$ cat config.mk
export PLATFORM = sky130hd
export DESIGN_NAME = raster_timer
export DESIGN_NICKNAME = d
export VERILOG_FILES = /design/src/rtl/raster_pkg.sv /design/src/rtl/raster_dot_div.sv /design/src/rtl/raster_counters.sv /design/src/rtl/raster_status.sv /design/src/rtl/raster_timer.sv
export SDC_FILE = /design/constraint.sdc
export NUM_CORES = 1
export LEC_CHECK = 0
export ABC_AREA = 1
export BUFFER_PORTS_ARGS = -buffer_cell sky130_fd_sc_hd__buf_2
export CAP_MARGIN = 20
export CELL_PAD_IN_SITES_DETAIL_PLACEMENT = 1
export CELL_PAD_IN_SITES_GLOBAL_PLACEMENT = 1
export CORE_UTILIZATION = 39
export CTS_CLUSTER_SIZE = 40
export DETAILED_ROUTE_END_ITERATION = 7
export PLACE_DENSITY_LB_ADDON = 0.1
export REMOVE_ABC_BUFFERS = 1
export SETUP_SLACK_MARGIN = 0.1
export SLEW_MARGIN = 10
export SYNTH_ARGS = -nofsm -noshare
export SYNTH_HDL_FRONTEND = slang
export SYNTH_SLANG_ARGS = --single-unit
$ cat constraint.sdc
create_clock -name clk -period 3.22 [get_ports clk]
set_input_delay 0.483 -clock clk [delete_from_list [all_inputs] [get_ports clk]]
set_output_delay 0.483 -clock clk [all_outputs]
set_load 0.05 [all_outputs]
$ cat src/rtl/raster_pkg.sv
// Package: shared field positions of the raster timer register word.
// Assumes a 16-bit register port and a compare line of at most 8 bits.
package raster_pkg;
    localparam int REG_W    = 16;
    localparam int CMP_W    = 8;
    localparam int CMP_LSB  = 8;
    localparam int B_VBL    = 0;
    localparam int B_HBL    = 1;
    localparam int B_MATCH  = 2;
    localparam int B_EN_VBL = 3;
    localparam int B_EN_HBL = 4;
    localparam int B_EN_MAT = 5;

    typedef struct packed {
        logic match;
        logic hbl;
        logic vbl;
    } irq_en_t;
endpackage

$ cat src/rtl/raster_dot_div.sv
// Module: dot prescaler. Issues one dot_tick every DIV clocks, starting on the
// DIV-th clock after reset. Assumes DIV >= 1.
module raster_dot_div #(
    parameter int DIV = 4
) (
    input  logic clk,
    input  logic rst_n,
    output logic dot_tick
);
    generate
        if (DIV == 1) begin : g_nodiv
            assign dot_tick = 1'b1;
        end else begin : g_div
            localparam int CW = $clog2(DIV);
            logic [CW-1:0] cnt;

            // Count system clocks modulo DIV.
            always_ff @(posedge clk) begin
                if (!rst_n)                        cnt <= '0;
                else if (cnt == CW'(DIV - 1))      cnt <= '0;
                else                               cnt <= cnt + 1'b1;
            end

            assign dot_tick = (cnt == CW'(DIV - 1));

            // ticks are spaced, never back to back
            a_r1_tick_spaced: assert property (@(posedge clk) disable iff (!rst_n)
                dot_tick |=> !dot_tick);
        end
    endgenerate
endmodule

$ cat src/rtl/raster_counters.sv
// Module: horizontal dot and vertical line counters with blank flags.
// Assumes dot_tick marks the single clock in which the dot position advances.
module raster_counters #(
    parameter int H_TOTAL = 308,
    parameter int H_VIS   = 240,
    parameter int V_TOTAL = 228,
    parameter int V_VIS   = 160,
    localparam int HW     = $clog2(H_TOTAL),
    localparam int VW     = $clog2(V_TOTAL)
) (
    input  logic          clk,
    input  logic          rst_n,
    input  logic          dot_tick,
    output logic [HW-1:0] hpos,
    output logic [VW-1:0] vpos,
    output logic          in_hblank,
    output logic          in_vblank
);
    logic h_last;
    logic v_last;

    assign h_last = (hpos == HW'(H_TOTAL - 1));
    assign v_last = (vpos == VW'(V_TOTAL - 1));

    // Advance the dot position on each tick, wrapping at the end of the line.
    always_ff @(posedge clk) begin
        if (!rst_n)        hpos <= '0;
        else if (dot_tick) hpos <= h_last ? '0 : hpos + 1'b1;
    end

    // Advance the line number when the dot position wraps.
    always_ff @(posedge clk) begin
        if (!rst_n)                 vpos <= '0;
        else if (dot_tick && h_last) vpos <= v_last ? '0 : vpos + 1'b1;
    end

    assign in_hblank = (hpos >= HW'(H_VIS));
    assign in_vblank = (vpos >= VW'(V_VIS));

    // dot position stays inside the line
    a_r2_h_range: assert property (@(posedge clk) disable iff (!rst_n)
        hpos <= HW'(H_TOTAL - 1));
    // dot position holds between ticks
    a_r1_h_hold: assert property (@(posedge clk) disable iff (!rst_n)
        !dot_tick |=> $stable(hpos));
    // line number moves only at a dot wrap
    a_r3_v_step: assert property (@(posedge clk) disable iff (!rst_n)
        !(dot_tick && hpos == HW'(H_TOTAL - 1)) |=> $stable(vpos));
    // line number stays inside the frame
    a_r3_v_range: assert property (@(posedge clk) disable iff (!rst_n)
        vpos <= VW'(V_TOTAL - 1));
endmodule

$ cat src/rtl/raster_status.sv
// Module: status/control word, line compare and edge-triggered request pulses.
// Assumes the flags come from registered counters, so each is glitch-free.
module raster_status
    import raster_pkg::*;
#(
    parameter int VW = 8
) (
    input  logic             clk,
    input  logic             rst_n,
    input  logic             wr_en,
    input  logic [REG_W-1:0] wdata,
    input  logic [VW-1:0]    vpos,
    input  logic             in_hblank,
    input  logic             in_vblank,
    output logic [REG_W-1:0] status,
    output logic             line_match,
    output logic             irq_vblank,
    output logic             irq_hblank,
    output logic             irq_match
);
    irq_en_t          en;
    logic [CMP_W-1:0] cmp_line;
    logic             vbl_d, hbl_d, mat_d;

    // Capture writable fields; flag bits are not stored.
    always_ff @(posedge clk) begin
        if (!rst_n) begin
            en       <= '0;
            cmp_line <= '0;
        end else if (wr_en) begin
            en.vbl   <= wdata[B_EN_VBL];
            en.hbl   <= wdata[B_EN_HBL];
            en.match <= wdata[B_EN_MAT];
            cmp_line <= wdata[CMP_LSB +: CMP_W];
        end
    end

    assign line_match = (CMP_W'(vpos) == cmp_line);

    // Remember last-cycle conditions for rising-edge detection.
    always_ff @(posedge clk) begin
        if (!rst_n) begin
            vbl_d <= 1'b0;
            hbl_d <= 1'b0;
            mat_d <= 1'b0;
        end else begin
            vbl_d <= in_vblank;
            hbl_d <= in_hblank;
            mat_d <= line_match;
        end
    end

    assign irq_vblank = en.vbl   && in_vblank  && !vbl_d;
    assign irq_hblank = en.hbl   && in_hblank  && !hbl_d;
    assign irq_match  = en.match && line_match && !mat_d;

    // Assemble the readable word.
    always_comb begin
        status                       = '0;
        status[B_VBL]                = in_vblank;
        status[B_HBL]                = in_hblank;
        status[B_MATCH]              = line_match;
        status[B_EN_VBL]             = en.vbl;
        status[B_EN_HBL]             = en.hbl;
        status[B_EN_MAT]             = en.match;
        status[CMP_LSB +: CMP_W]     = cmp_line;
    end

    // each request lasts a single clock
    a_r8_vbl_pulse: assert property (@(posedge clk) disable iff (!rst_n)
        irq_vblank |=> !irq_vblank);
    a_r8_hbl_pulse: assert property (@(posedge clk) disable iff (!rst_n)
        irq_hblank |=> !irq_hblank);
    a_r8_mat_pulse: assert property (@(posedge clk) disable iff (!rst_n)
        irq_match |=> !irq_match);
    // a vblank request is followed by a still-active blank
    a_r8_vbl_holds: assert property (@(posedge clk) disable iff (!rst_n)
        irq_vblank |=> in_vblank);
endmodule

$ cat src/rtl/raster_timer.sv
// Module: top of the LCD raster timing generator. Chains the dot prescaler,
// the position counters and the status word, and muxes the register read.
// Assumes V_TOTAL <= 256 so the line fits the 8-bit compare field.
module raster_timer
    import raster_pkg::*;
#(
    parameter int DOT_DIV = 4,
    parameter int H_TOTAL = 308,
    parameter int H_VIS   = 240,
    parameter int V_TOTAL = 228,
    parameter int V_VIS   = 160,
    localparam int HW     = $clog2(H_TOTAL),
    localparam int VW     = $clog2(V_TOTAL)
) (
    input  logic             clk,
    input  logic             rst_n,
    input  logic             reg_addr,
    input  logic             reg_wr,
    input  logic [REG_W-1:0] reg_wdata,
    output logic [REG_W-1:0] reg_rdata,
    output logic [VW-1:0]    scanline,
    output logic             in_hblank,
    output logic             in_vblank,
    output logic             line_match,
    output logic             irq_vblank,
    output logic             irq_hblank,
    output logic             irq_match
);
    logic             dot_tick;
    logic [HW-1:0]    hpos;
    logic [REG_W-1:0] status;

    raster_dot_div #(.DIV(DOT_DIV)) u_div (
        .clk      (clk),
        .rst_n    (rst_n),
        .dot_tick (dot_tick)
    );

    raster_counters #(
        .H_TOTAL (H_TOTAL),
        .H_VIS   (H_VIS),
        .V_TOTAL (V_TOTAL),
        .V_VIS   (V_VIS)
    ) u_cnt (
        .clk       (clk),
        .rst_n     (rst_n),
        .dot_tick  (dot_tick),
        .hpos      (hpos),
        .vpos      (scanline),
        .in_hblank (in_hblank),
        .in_vblank (in_vblank)
    );

    raster_status #(.VW(VW)) u_sts (
        .clk        (clk),
        .rst_n      (rst_n),
        .wr_en      (reg_wr && !reg_addr),
        .wdata      (reg_wdata),
        .vpos       (scanline),
        .in_hblank  (in_hblank),
        .in_vblank  (in_vblank),
        .status     (status),
        .line_match (line_match),
        .irq_vblank (irq_vblank),
        .irq_hblank (irq_hblank),
        .irq_match  (irq_match)
    );

    // Select the readable register.
    assign reg_rdata = reg_addr ? REG_W'(scanline) : status;

    // a match request only comes with a live match
    a_r8_match_live: assert property (@(posedge clk) disable iff (!rst_n)
        irq_match |-> line_match);
    // no requests in the first clock after reset
    a_r9_quiet_reset: assert property (@(posedge clk)
        !rst_n |=> !(irq_vblank || irq_hblank || irq_match));
endmodule

==> reports/summary.txt <==
Status - completed
Final worst-path cycle share - 71.3%
Yosys top cell area share - 35.7%
Hold path start - u_div.g_div.cnt[0]
CTS Buf Count - 5
Critical path arrival - 1.81 ns
Xor and xnor fraction of the mapped netlist area - 3.31%
Top_reg_cell synth - dfxtp_1
Critical path depth - 5
Crit path cell chain - inv_1 -> a21oi_1 -> inv_1 -> nor3_1 -> buf_2
Postcts setup bufs - 0
Pwr dens - 410 nW/um^2
CTS Sinks - 33
Max-cap violations - 0
Fin crit period - 2.29 ns
N_diodes - 0
Slew of the pin with the lowest slew margin - 0.582 ns
H-tree depth - 2
GP Congestion - 0.756
Most numerous cell in the Yosys netlist - nand2_1
Largest net degree at the start of global routing - 22
Share of cells above drive strength 1 - 21.7%
Hold WC Path Type - reg2reg
Slew headroom - 61.1%
Nets - 347
Synth Area in Compound Gates - 9.94%
Post-DP Area - 2080 um^2
Final instance area - 2190 um^2
R2R depth - 7
Filler cells - 630
Vias in the first global route - 1,741
Multiplexer area fraction after synthesis - 0%
CTS-repair resized insts - 0
Non-filler cells, final - 375
DP Cell Count - 367
Crit-path slowest cell - dfxtp_1
Layout area overhead - 18.1%
Die area - 5020 um^2
Worst vdd ir - 0.000199 V
Reg clk slew, reported paths - 0.07 ns
Total GRT Usage - 20.8%
Number of synthesized flops with an enable pin - 0
Die height - 70.9 um
WP data required - 2.74 ns
Lkg Pwr - 1.09 nW
Final setup viols - 0
CP Class - reg2out
CTS tree - yes
Root buffer cell - clkbuf_8
First-pass GRT wire length - 8220 um
Vias/cell - 4.87
HPWL after DPL - 3620 um
Worst slack, placed - 1.24 ns
Post-Syn Instances - 281
WL final - 4820 um
Pre-Repair DR Iteration Count - 6
Synth Area in Adders - 3.38%
Top cell type by total area after synthesis - dfxtp_1
CP Launch Type - register
Hold Path Stages - 1
I/O Buffers - 44
FFs w/ async S/R, synth - 0%
Achievable Freq - 436 MHz
Core box area - 4440 um^2
Final worst slack - 0.926 ns
Simple-gate share of the synthesized area - 35.8%
DRC Markers - 0
CP max FO - 9
# hold bufs at CTS - 0
Top cells by count, synth - 67 x nand2_1, 41 x inv_1, 39 x nor2_1
Effective utilization at floorplan - 41.6%
CP endpoint kind - output port
Reg-to-reg setup timing slack - 1.70 ns
Wire per inst - 12.8 um
Final hold vios - 0
Yosys cell types - 26
CP delay by family, top - buffers and inverters
Skew final - 0.00665 ns
Initial drt markers - 58
R2r endpoint - u_cnt.hpos[5]
Synth Register Bits - 33
Hold endpoint - u_div.g_div.cnt[0]
Die width - 70.9 um
Core Rows - 24
Synthesized area per cell - 6.59 um^2
Via Count - 1,825
Initial antenna violation count - 0
CP most frequent cell - inv_1
Fin Hold WS - 0.426 ns
Crit-path max cell delay - 0.52 ns
Pwr Total - 896 uW
Syn. warnings - 0
Clock Path Buffers - 2
Largest family of logic cells by synthesized area - simple AND/OR/NAND/NOR gates
Worst r2r src - u_div.g_div.cnt[0]
Seq/Total Area, Yosys - 35.7%
Skew-Pair Late Insertion Delay - 0.29 ns
Mapped Area - 1850 um^2
GRT overflow - 0
Post-DRT Antenna Nets - 0
Boundary pin count - 50
Top cells by area, synth - dfxtp_1 36%, nand2_1 14%, inv_1 8.3%
Unrepaired setup endpoints after global routing - false
Slew Viols, Final - 0
Buf/Inv on CP - 3
==> per-layer routing <==
metal / vias to the layer above / routed length [um] / GRT usage (%) / part of all wire (%)
li1: 946 / - / - / -
met1: 833 / 2350 / 27.0 / 49
met2: 39 / 2200 / 33.2 / 46
met3: 7 / 180 / 4.99 / 3.7
met4: 0 / 89 / 8.89 / 1.8
met5: - / 0 / 0 / 0
==> placed cells by master (no fill, tap or decap), types with 2 or more instances in the layout <==
cell,instances
nand2_1,67
buf_2,44
inv_1,41
nor2_1,39
dfxtp_1,33
o21ai_0,19
nand3_1,17
a21oi_1,15
clkbuf_8,7
xnor2_1,5
nand4_1,5
nand2_2,5
ha_1,5
inv_2,4
nor3_1,3
nor2_4,3
xor2_1,2
nor2_2,2
==> sequential cells by signal, summed over array words and instances (netlist names) <==
signal           count
u_cnt.hpos           9
u_sts.vbl_d          1
u_sts.hbl_d          1
u_sts.status         3
u_cnt.vpos           8
u_sts.mat_d          1
u_div.g_div.cnt      2
u_sts.cmp_line       8
==> cell families after synthesis <==
family                   after synthesis
AO/OA/AOI/OAI                         36
XOR/XNOR                               7
adder cells (fa/ha/maj)                5
buffers and inverters                 55
flip-flops                            33
AND/OR/NAND/NOR                      145
==> how the worst max path moves through the flow <==
| stage | from | end | slack (ns) |
|---|---|---|---|
| global placement | u_cnt.vpos[6] | irq_vblank | 1.22 |
| global route | u_cnt.vpos[4] | irq_match | 0.75 |
| finish | u_cnt.vpos[6] | irq_vblank | 0.93 |
| floorplan | u_cnt.vpos[6] | irq_vblank | -0.23 |
| detailed placement | u_cnt.vpos[6] | irq_vblank | 1.24 |
| CTS | u_cnt.vpos[6] | irq_vblank | 0.90 |
==> stage by stage <==
| step | setup TNS, ns | util (%) |
|---|---|---|
| 2_1_floorplan | -0.234 | - |
| 3_3_place_gp | 0 | 46.9 |
| 3_5_place_dp | 0 | 46.9 |
| 4_1_cts | 0 | 49.2 |
| 5_1_grt | 0 | 49.2 |
| 6_report | 0 | 49.2 |
==> power breakdown <==
group | switching [mW] | internal [mW]
registers | 0.00726 | 0.423
clock network | 0.160 | 0.193
logic | 0.0819 | 0.0315
==> area by class of cell <==
cell class | count | area, um^2 | share of cell area, %
inverters | 45 | 169 | 7.73
clock buffers | 7 | 96.3 | 4.41
flip-flops and latches | 33 | 661 | 30.2
well taps | 52 | 65.1 | 2.98
repair buffers | 44 | 220 | 10.1
multi-input cells | 193 | 970 | 44.4
clock inverters | 1 | 5.00 | 0.229
Note: power is estimated with default switching activity, not from simulation.
